## src/rtl/osc_trim_pkg.sv

```systemverilog
package osc_trim_pkg;

  typedef enum logic [1:0] {
    TRIM_IDLE = 2'd0,
    TRIM_ARM  = 2'd1,
    TRIM_MEAS = 2'd2
  } trim_state_e;

endpackage

```

## src/rtl/osc_trim_edge_sync.sv

```systemverilog
module osc_trim_edge_sync #(
  parameter int STAGES = 2
) (
  input  logic clk,
  input  logic rst_n,
  input  logic async_in,
  output logic rise_o
);

  logic [STAGES:0] shf_q;
  logic [STAGES:0] shf_d;

  always_comb begin
    shf_d = {shf_q[STAGES-1:0], async_in};
  end

  always_ff @(posedge clk or negedge rst_n) begin
    if (!rst_n) begin
      shf_q <= '0;
    end else begin
      shf_q <= shf_d;
    end
  end

  // rising edge seen between the last synchronized stage and its history flop
  assign rise_o = shf_q[STAGES-1] & ~shf_q[STAGES];

endmodule

```

## src/rtl/osc_trim_refdiv.sv

```systemverilog
module osc_trim_refdiv #(
  parameter int DIV_LOG2 = 9
) (
  input  logic clk,
  input  logic rst_n,
  input  logic edge_i,
  output logic tick_o
);

  localparam logic [DIV_LOG2-1:0] DIV_LAST = '1;

  logic [DIV_LOG2-1:0] div_q;
  logic [DIV_LOG2-1:0] div_d;
  logic                div_en;

  always_comb begin
    div_en = edge_i;
    div_d  = div_q + 1'b1;
  end

  always_ff @(posedge clk or negedge rst_n) begin
    if (!rst_n) begin
      div_q <= '0;
    end else if (div_en) begin
      div_q <= div_d;
    end
  end

  assign tick_o = edge_i & (div_q == DIV_LAST);

endmodule

```

## src/rtl/osc_trim_period_cnt.sv

```systemverilog
module osc_trim_period_cnt #(
  parameter int CNT_W = 20
) (
  input  logic             clk,
  input  logic             rst_n,
  input  logic             tick_i,
  output logic [CNT_W-1:0] cnt_o
);

  localparam logic [CNT_W-1:0] CNT_MAX = '1;
  localparam logic [CNT_W-1:0] CNT_ONE = CNT_W'(1);

  logic [CNT_W-1:0] cnt_q;
  logic [CNT_W-1:0] cnt_d;
  logic             cnt_en;

  always_comb begin
    cnt_en = 1'b1;
    cnt_d  = cnt_q;
    if (tick_i) begin
      cnt_d = CNT_ONE;
    end else if (cnt_q != CNT_MAX) begin
      cnt_d = cnt_q + 1'b1;
    end else begin
      cnt_en = 1'b0;
    end
  end

  always_ff @(posedge clk or negedge rst_n) begin
    if (!rst_n) begin
      cnt_q <= '0;
    end else if (cnt_en) begin
      cnt_q <= cnt_d;
    end
  end

  assign cnt_o = cnt_q;

endmodule

```

## src/rtl/osc_trim_stepper.sv

```systemverilog
module osc_trim_stepper #(
  parameter int TRIM_W = 7,
  parameter int CNT_W  = 20
) (
  input  logic              clk,
  input  logic              rst_n,
  input  logic              upd_i,
  input  logic [CNT_W-1:0]  meas_i,
  input  logic [CNT_W-1:0]  lo_i,
  input  logic [CNT_W-1:0]  hi_i,
  output logic [TRIM_W-1:0] trim_o,
  output logic              hit_o
);

  localparam logic [TRIM_W-1:0] TRIM_TOP = '1;

  logic [TRIM_W-1:0] trim_q;
  logic [TRIM_W-1:0] trim_d;
  logic              trim_en;
  logic              above;
  logic              below;

  always_comb begin
    above   = meas_i > hi_i;
    below   = meas_i < lo_i;
    trim_en = 1'b0;
    trim_d  = trim_q;
    if (upd_i) begin
      if (above) begin
        if (trim_q != '0) begin
          trim_en = 1'b1;
          trim_d  = trim_q - 1'b1;
        end
      end else if (below) begin
        if (trim_q != TRIM_TOP) begin
          trim_en = 1'b1;
          trim_d  = trim_q + 1'b1;
        end
      end
    end
  end

  always_ff @(posedge clk or negedge rst_n) begin
    if (!rst_n) begin
      trim_q <= '0;
    end else if (trim_en) begin
      trim_q <= trim_d;
    end
  end

  assign trim_o = trim_q;
  assign hit_o  = upd_i & ~above & ~below;

endmodule

```

## src/rtl/osc_trim_ctrl.sv

```systemverilog
module osc_trim_ctrl
  import osc_trim_pkg::*;
#(
  parameter int DIV_LOG2 = 9,
  parameter int CNT_W    = 20,
  parameter int TRIM_W   = 7,
  parameter int SYNC_N   = 2
) (
  input  logic              clk_fast,
  input  logic              rst_n,
  input  logic              ref_slow,
  input  logic              run_en,
  input  logic              mode_sel,
  input  logic              irq_en,
  input  logic [CNT_W-1:0]  win_lo,
  input  logic [CNT_W-1:0]  win_hi,
  output logic [TRIM_W-1:0] trim_code,
  output logic              done_irq
);

  trim_state_e      st_q;
  trim_state_e      st_d;
  logic             slow_rise;
  logic             ref_tick;
  logic [CNT_W-1:0] meas_cnt;
  logic             active;
  logic             upd;
  logic             hit;
  logic             irq_d;
  logic             irq_q;

  osc_trim_edge_sync #(.STAGES(SYNC_N)) u_sync (
    .clk      (clk_fast),
    .rst_n    (rst_n),
    .async_in (ref_slow),
    .rise_o   (slow_rise)
  );

  osc_trim_refdiv #(.DIV_LOG2(DIV_LOG2)) u_div (
    .clk    (clk_fast),
    .rst_n  (rst_n),
    .edge_i (slow_rise),
    .tick_o (ref_tick)
  );

  osc_trim_period_cnt #(.CNT_W(CNT_W)) u_cnt (
    .clk    (clk_fast),
    .rst_n  (rst_n),
    .tick_i (ref_tick),
    .cnt_o  (meas_cnt)
  );

  osc_trim_stepper #(.TRIM_W(TRIM_W), .CNT_W(CNT_W)) u_step (
    .clk    (clk_fast),
    .rst_n  (rst_n),
    .upd_i  (upd),
    .meas_i (meas_cnt),
    .lo_i   (win_lo),
    .hi_i   (win_hi),
    .trim_o (trim_code),
    .hit_o  (hit)
  );

  // loop control: continuous mode only, stop takes effect at once
  always_comb begin
    active = run_en & ~mode_sel;
    st_d   = st_q;
    if (!active) begin
      st_d = TRIM_IDLE;
    end else begin
      case (st_q)
        TRIM_IDLE: st_d = TRIM_ARM;
        TRIM_ARM:  if (ref_tick) st_d = TRIM_MEAS;
        TRIM_MEAS: st_d = TRIM_MEAS;
        default:   st_d = TRIM_IDLE;
      endcase
    end
  end

  always_ff @(posedge clk_fast or negedge rst_n) begin
    if (!rst_n) begin
      st_q <= TRIM_IDLE;
    end else begin
      st_q <= st_d;
    end
  end

  assign upd   = ref_tick & active & (st_q == TRIM_MEAS);
  assign irq_d = hit & irq_en;

  always_ff @(posedge clk_fast or negedge rst_n) begin
    if (!rst_n) begin
      irq_q <= 1'b0;
    end else begin
      irq_q <= irq_d;
    end
  end

  assign done_irq = irq_q;

endmodule

```

## config.mk

```make
export PLATFORM = sky130hd
export DESIGN_NAME = osc_trim_ctrl
export DESIGN_NICKNAME = d
export VERILOG_FILES = /design/src/rtl/osc_trim_pkg.sv /design/src/rtl/osc_trim_edge_sync.sv /design/src/rtl/osc_trim_refdiv.sv /design/src/rtl/osc_trim_period_cnt.sv /design/src/rtl/osc_trim_stepper.sv /design/src/rtl/osc_trim_ctrl.sv
export SDC_FILE = /design/constraint.sdc
export NUM_CORES = 1
export LEC_CHECK = 0
export ABC_CLOCK_PERIOD_IN_PS = 4890
export BUFFER_PORTS_ARGS = -buffer_cell sky130_fd_sc_hd__clkbuf_2
export CAP_MARGIN = 10
export CORE_MARGIN = 2
export CORE_UTILIZATION = 49
export CTS_CLUSTER_DIAMETER = 200
export CTS_CLUSTER_SIZE = 16
export DETAILED_ROUTE_END_ITERATION = 16
export MAX_ROUTING_LAYER = met4
export PLACE_DENSITY = 0.71
export SYNTH_ARGS = -nofsm -noshare
export SYNTH_HDL_FRONTEND = slang
export SYNTH_HIERARCHICAL = 1
export SYNTH_SLANG_ARGS = --single-unit
```

## constraint.sdc

```tcl
create_clock -name clk_fast -period 4.89 [get_ports clk_fast]
set_clock_uncertainty 0.2 [all_clocks]
set_input_delay 0.489 -clock clk_fast [delete_from_list [all_inputs] [get_ports clk_fast]]
set_output_delay 0.489 -clock clk_fast [all_outputs]
set_load 0.05 [all_outputs]
```

==> summary by stage, run 1 <==
Outcome
The run finished with clean final reports.

Pwr
The switching power total is 0.203 mW. The leakage power figure is 2.08 nW. The overall power of the completed layout is 0.745 mW.

The internal power of the cells totals 0.542 mW. The share of total power in combinational logic is 15.0%. In this run switching power makes up 27.3% of total power. The clock network accounts for 31.2% of the total power. Dividing total power by cell area gives a power density of 191 mW/mm^2. The worst voltage drop across the vdd grid is 0.178 mV. Sequential cells burn 53.8% of the power.

Placement
After detailed placement, the design holds a cell count of 509. The half-perimeter wire length after placement is 5650 um. The count of buffers inserted at the top-level ports is 53. At the end of routability-driven placement, the weighted congestion stood at 0.928.

Once placement finished, the instance area stood at 0.00380 mm^2.

CTS
The hold buffer count at cts is 0. In this run, post-CTS repair resized a total of 0 instances. The number of setup buffers added after CTS is 0. The post-CTS clock slew at the launch and capture registers of the worst setup and hold paths is 90 ps. The tree is rooted in a clkbuf_8. The clock passes through at most 2 buffers. The clock tree synthesis step divided the H-tree into 2 levels. Buffers inserted during clock tree synthesis total 5. Counting every sink on the clock net gives 42.

The clock tree from TritonCTS is built. For the worst-skew pair, the clock arrives at the later sink with an insertion delay of 290 ps.

Synth
ha_1 is the most common cell in the netlist. The cell type with the largest total area after synthesis is dfrtp_1. The share of Yosys cell area claimed by the top area cell type is 30.5%.

The mapped netlist covers 0.00345 mm^2. Dividing the synthesized area by the synthesized cell count gives 9.45 um^2. The number of synthesized flops with an enable pin is 0. The Yosys warning count is 6. The register area share after synthesis is 30.5%. The number of distinct library cells after synthesis is 65. Of all flip-flops after synthesis, the portion carrying an async set or reset was 100%. The net count of the mapped netlist is 462.

After synthesis, the cell types taking the most area are dfrtp_1 (30%), ha_1 (18%), inv_1 (5.2%). In the synthesized netlist, the number of instances is 365. The synthesized design contains 42 register bits. The most common flop cell mapped by yosys is dfrtp_1.

The commonest cells after synthesis are ha_1 (50), inv_1 (48), dfrtp_1 (42).

Die
The die is 87.9 um wide. The starting utilization of the core area is 50.8%. For this design the top-level I/O count stands at 54.

The site row count is 30. The vertical die dimension is 87.9 um. The floorplan die area is 0.00773 mm^2. The standard cell core area is 0.00679 mm^2.

Routing
The routed wire length is 7280 um. For this block, the via count after detailed routing is 2,812. The average routed wire per standard cell is 14.1 um. The DRC violation count after routing is 0. The number of violations reported at the end of detailed-routing iteration 0 is 208. The detail route stage leaves a number of antenna-violating nets equal to 0. The first-pass detailed-route iteration total is 6. The via-per-instance ratio is 5.44.

Timing
The hold violation count in the final report was 0. Setup repair after global routing left no endpoint under its margin. The final setup violation count is 0. The remaining max-slew budget at the tightest pin is 30.7%. The worst path needs 3930 ps of the cycle, external delays included. The transition time at the pin with the least slew margin is 1040 ps. The highest clock frequency the design can meet is 255 MHz. In the final timing run, aggregate negative setup slack is 0 ps. The total count of max-transition violations in the final report is 0. The fraction of the cycle the final worst path needs is 80.3%.

Cells and area
The signed area change from the synthesized netlist to the final layout is 12.9%. At the end of the flow, the number of nets in the layout was 517. In the final layout, the share of cells above drive strength 1 is 21.9%.

The area of all sequential standard cells is 0.00105 mm^2. The final cell area excluding filler cells is 0.00390 mm^2. Summing all multi-input logic gate instances after layout gives 0.00218 mm^2. The number of antenna diodes is 0.

Counting the fill cells in the layout gives 607. Leaving out filler cells and counting taps, the final layout contains 517.

GRT
The pin count of the biggest net entering global routing is 43. The global router's overall resource usage is 20.8%. The wire length of the first global-routing pass is 12,200 um. The sum of overflow across all layers after global routing is 0.

The initial antenna violation count is 0. The via count of the first global-routing pass is 2,763.

Worst setup path
The type of the setup path with the least slack is flip-flop to flip-flop. The startpoint type of the worst setup path is a flip-flop. The largest fanout of any net on the critical path is 8. The launch point of the critical path is u_cnt/cnt_o[7].

The endpoint kind of the worst setup timing path is a flip-flop. For the worst setup path, the data required time is 4870 ps. The signal arrival time at the worst endpoint is 3910 ps. In this run the critical register-to-register path is launched from u_cnt/cnt_o[7].

Job
The count of maximum capacitance violations is 0.

Hold path
The worst hold path belongs to the class primary input to flip-flop. The source of the worst hold timing path is ref_slow.
-- per-layer routing --
metal  part of all wire (%)  GRT usage (%)  wire (um)
met3                    4.0           2.83        292
met4                    2.1           7.13        153
met5                      0              -          0
met2                     45           32.6       3270
met1                     49           27.7       3570
-- critical path, cell delays in order (launching register included) --
cell      delay, ps
dfrtp_1         490
ha_1            380
a21oi_1         160
o21ai_0         100
a222oi_1        320
nor4b_2         480
a21o_4          180
inv_1            90
ha_1            330
nor2b_1         160
o31a_1          250
o21ai_0         160
nand2b_1         90
nor3_1          190
a41oi_1          80
xnor2_1         160
-- final cells by class --
cell class | instances | share of cell area [%]
multi-input combinational | 269 | 55.9
sequential | 42 | 27.0
clock inverter | 2 | 0.321
timing repair buffer | 54 | 7.00
clock buffer | 6 | 2.12
tap | 96 | 3.08
inverter | 48 | 4.62
-- stage by stage --
stage	setup WS [ps]	utilization, %	hold slack, ps
3_5_place_dp	945	55.9	135
5_1_grt	738	57.3	92.7
6_report	964	57.3	104
3_3_place_gp	1100	55.9	137
4_1_cts	990	57.3	92.2
2_1_floorplan	1320	-	-6.59
-- registers in the layout, summed over array words and instances, names as in the netlist --
register / flops
done_irq: 1
st_q: 2
u_cnt/cnt_o: 20
u_div/div_q: 9
u_step/trim_o: 7
u_sync/shf_q: 3
-- power groups by stage --
stage / sequential, mW / combinational (mW) / clock [mW]
2_1_floorplan: 0.407 / 0.0704 / 0
3_3_place_gp: 0.407 / 0.109 / 0
5_1_grt: 0.406 / 0.127 / 0.257
4_1_cts: 0.401 / 0.113 / 0.243
6_report: 0.401 / 0.112 / 0.233
3_5_place_dp: 0.407 / 0.114 / 0
-- layout by cell type (no fill, tap or decap), drive strengths merged, types with 2 or more instances in the layout --
cell type,count
a211oi,6
a21o,7
a21oi,25
a311oi,2
a31oi,4
a41oi,3
and2,3
and3,4
and4,5
clkbuf,59
dfrtp,42
ha,50
inv,48
mux2,11
mux2i,3
nand2,21
nand2b,3
nand3,9
nand4,15
nor2,21
nor2b,9
nor3,8
nor4,4
o21ai,14
o31a,2
o31ai,3
or2,2
or3,3
or4,5
xnor2,8
xor2,5
-- cells by family (layout without fill, tap and decap cells) --
group | after synthesis | count (layout) | share of synthesized area (%)
AOI/OAI and AO/OA | 77 | 77 | 14.8
muxes | 14 | 14 | 4.89
DFF | 42 | 42 | 30.5
adders and majority gates | 51 | 51 | 18.7
xor gates and xnor gates | 13 | 13 | 3.30
and+or+nand+nor | 114 | 114 | 21.4
buffers and inverters | 54 | 110 | 6.45
-- final timing paths --
kind,slack [ps],end,cells past startpoint
setup reg to reg,960,u_step/trim_o[6],15
min in group asynchronous,170,u_div/div_q[2],1
hold reg to reg,150,u_sync/shf_q[1],0
hold / removal,100,u_sync/shf_q[0],1
setup / recovery,960,u_step/trim_o[6],15
max in group asynchronous,3680,u_cnt/cnt_o[3],1
No activity file was read; power rests on OpenSTA's default activity.
==> run 2: changes to the inputs <==
--- a/config.mk
+++ b/config.mk
@@ -5,7 +5,7 @@
 export SDC_FILE = /design/constraint.sdc
 export NUM_CORES = 1
 export LEC_CHECK = 0
-export ABC_CLOCK_PERIOD_IN_PS = 4890
+export ABC_CLOCK_PERIOD_IN_PS = 3650
 export BUFFER_PORTS_ARGS = -buffer_cell sky130_fd_sc_hd__clkbuf_2
 export CAP_MARGIN = 10
 export CORE_MARGIN = 2
==> constraint.sdc (replaced) <==
create_clock -name clk_fast -period 3.65 [get_ports clk_fast]
set_clock_uncertainty 0.2 [all_clocks]
set_input_delay 0.365 -clock clk_fast [delete_from_list [all_inputs] [get_ports clk_fast]]
set_output_delay 0.365 -clock clk_fast [all_outputs]
set_load 0.05 [all_outputs]
==> run 2 against run 1 <==
- setup slack worse by 920 ps
- die area stayed put
- final area is 12% higher
- maximum frequency is 9.0% higher
- hold slack worse by 68 ps
- sequential power is 34% higher
- register-to-register slack worse by 920 ps
- global-route usage is 1.8 points higher
- cell count is 6.2% higher
- sequential share of layout area is 2.9 points lower
==> summary by stage, run 2 (same netlist as run 1, synthesis figures left out) <==
Outcome
The run finished with clean final reports.

Worst setup path
The setup slack of the worst register-to-register path is 50 ps (-920 ps). The delay of the slowest critical-path stage is 390 ps (-100 ps). The required time reported for the critical path endpoint is 3630 ps (-1240 ps).

STA classifies the critical path endpoint as a flip-flop. The critical path's top delay family is simple AND/OR/NAND/NOR gates. The buffering stage count on the worst path with inverters included is 3 (+2).

The largest fanout of any net on the critical path is 4 (-4). The signal on the critical path passes through ha_1 > nand4_1 > buf_4 > nor3_1 > a222oi_1 > nor4b_4 > a21o_4 > inv_4 > buf_4 > ha_1 > o21a_1 > o31a_1 > o21ai_1 > nand2b_1 > nor3_2 > a41oi_2 > xnor2_1. The type of the setup path with the least slack is flip-flop to flip-flop. The worst register-to-register path begins at u_cnt/cnt_o[8].

The signal arrival time at the worst endpoint is 3580 ps (-330 ps). The cell with the largest stage delay on the worst path is dfrtp_1. The worst setup path is launched from a flip-flop.

Tracing the worst setup path back leads to its startpoint at u_cnt/cnt_o[8].

Hold path
The class of the tightest hold or removal check is primary input to asynchronous set/reset pin.

Routing
The average routed wire per standard cell came to 15.4 um (+9.4%). The total via count in the routed design is 3,090 (+9.9%). The number of nets with antenna violations after detailed routing is 0 (unchanged).

The first-pass detailed-route iteration total is 4 (-2). The number of violations reported at the end of detailed-routing iteration 0 is 191 (-8.2%). The via-per-instance ratio is 5.63 (+3.5%).

The routed wire length came to 8450 um (+16%). The DRC violation count after routing is 0 (unchanged).

CTS
The clock root buffer master is clkbuf_8. The number of sinks handled by clock tree synthesis was 42 (unchanged). The clock insertion delay at the later pin of the skew report came to 300 ps (about the same). The post-CTS clock slew at the launch and capture registers of the worst setup and hold paths is 80 ps (about the same). The clock buffer count from CTS was 5 (unchanged). The maximum count of clock buffers along a single path is 2 (unchanged). The depth of the CTS H-tree is 2 (unchanged).

TritonCTS built the clock tree.

Cells and area
The number of flip-flops under the largest register name is 20 (unchanged). Relative to the synthesized area, the layout overhead comes to 26.6%. The most common cell after layout, fill and taps aside is clkbuf_2.

The share of post-route cells with drive strength above 1 is 32.0% (+10 points). The filler cell count is 556 (-8.4%). The number of antenna diodes is 0 (unchanged). The post-layout net count is 549 (+6.2%). Leaving out fill and tap cells, the most frequent cells in the layout are clkbuf_2 (53), inv_1 (47), dfrtp_1 (41). The final design utilization came to 64.3% (+6.9 points).

GRT
The global router's overall resource usage is 22.6% (+1.8 points). The pin count of the biggest net entering global routing is 43 (unchanged). The via count of the first global-routing pass came to 2,954 (+6.9%). The wire length of the first global-routing pass is 13,300 um (+9.0%).

The sum of overflow across all layers after global routing is 0 (unchanged). The initial antenna violation count is 0 (unchanged).

Job
The count of maximum capacitance violations came to 0 (unchanged).

Timing
The fraction of the cycle the final worst path needs was 98.7% (+18 points). The highest clock frequency the design can meet is 278 MHz (+9.0%). The hold violation count in the final report was 0 (unchanged). The transition time at the pin with the least slew margin is 1050 ps (+4.97 ps).

The remaining max-slew budget at the tightest pin is 30.3% (-0.33 points). The setup slack after layout is 47.8 ps (-916 ps). The total count of max-transition violations in the final report is 0 (unchanged). The final setup violation count is 0 (unchanged). The time the final worst path needs with I/O delays and setup came to 3600 ps (-324 ps).

Placement
The count of buffers inserted at the top-level ports is 53 (unchanged). The final estimated routing congestion in global placement is 0.872 (-6.0%). The worst setup slack before clock tree synthesis came to -147 ps (-1090 ps). The half-perimeter wire length after placement came to 6370 um (+13%).

Pwr
The worst voltage drop across the vdd grid was 0.225 mV (+26%). The leakage power figure is 2.25 nW (+8.4%). The total power density per cell area is 245 mW/mm^2 (+28%). The overall power of the completed layout came to 1.07 mW (+44%).

Die
The starting utilization of the core area is 50.8% (unchanged). The width of the die was 87.9 um (unchanged). The floorplan die area is 0.00773 mm^2 (unchanged). The number of top-level pins is 54 (unchanged). The site row count is 30 (unchanged).

The vertical die dimension came to 87.9 um (unchanged). The standard cell core area was 0.00679 mm^2 (unchanged).
## run 2: changes by cell type in the layout (fill, tap and decap cells not counted), sizes merged
cell,change
dlygate4sd3,+1
buf,+31
clkbuf,-1
bufinv,+1
clkinv,+1
clkinvlp,-1
## run 2: layout make-up
type                            count  area (um^2)  share of cell area, %
Multi-Input combinational cell    269         2380                   54.6
Clock buffer                        5         68.8                   1.58
Tap cell                           96          120                   2.75
Inverter                           48          183                   4.18
Clock inverter                      3         40.0                  0.917
Timing Repair Buffer               86          519                   11.9
Sequential cell                    42         1050                   24.1
## run 2: worst paths after layout
kind,endpoint,cells after the start
min reg2reg,u_sync/shf_q[1],0
min in group clk_fast,done_irq,2
max in group asynchronous,u_cnt/cnt_o[13],1
min,u_div/div_q[1],1
max reg2reg,u_step/trim_o[6],17
max,u_step/trim_o[6],17
## run 2: report_power, final
part           switching, mW  internal, mW  leakage, nW
logic                 0.0842        0.0841         1.65
registers             0.0388         0.500        0.545
clock network          0.163         0.201       0.0579
total                  0.286         0.785         2.25
## run 2: metal layers
layer / global-route usage, % / vias up / routed length (um)
met1: 29.4 / 1479 / 3870
li1: - / 1493 / -
met4: 6.01 / 0 / 148
met3: 2.73 / 15 / 364
met5: - / - / 0
met2: 37.4 / 103 / 4070
## run 2: repair_timing
| item | in CTS | in global routing |
|---|---|---|
| setup endpoints to repair | 2 | 2 |
| endpoints found under the hold margin | 1 | 0 |
| cloned | 0 | 0 |
| hold buffers | 1 | 0 |
| buffers inserted | 0 | 2 |
| pin swaps | 1 | 15 |
| gates resized for setup | 5 | 24 |
## run 2: stage by stage
step                setup TNS, ps  instance area (um^2)  std cells  hold slack, ps
global route                -57.4                  4370        549            63.9
detailed placement           -244                  4030        539             140
global placement           -0.894                  4030        539             135
CTS                             0                  4170        548            65.4
finish                          0                  4370        549            36.2
floorplan                       0                  3450        365            -131
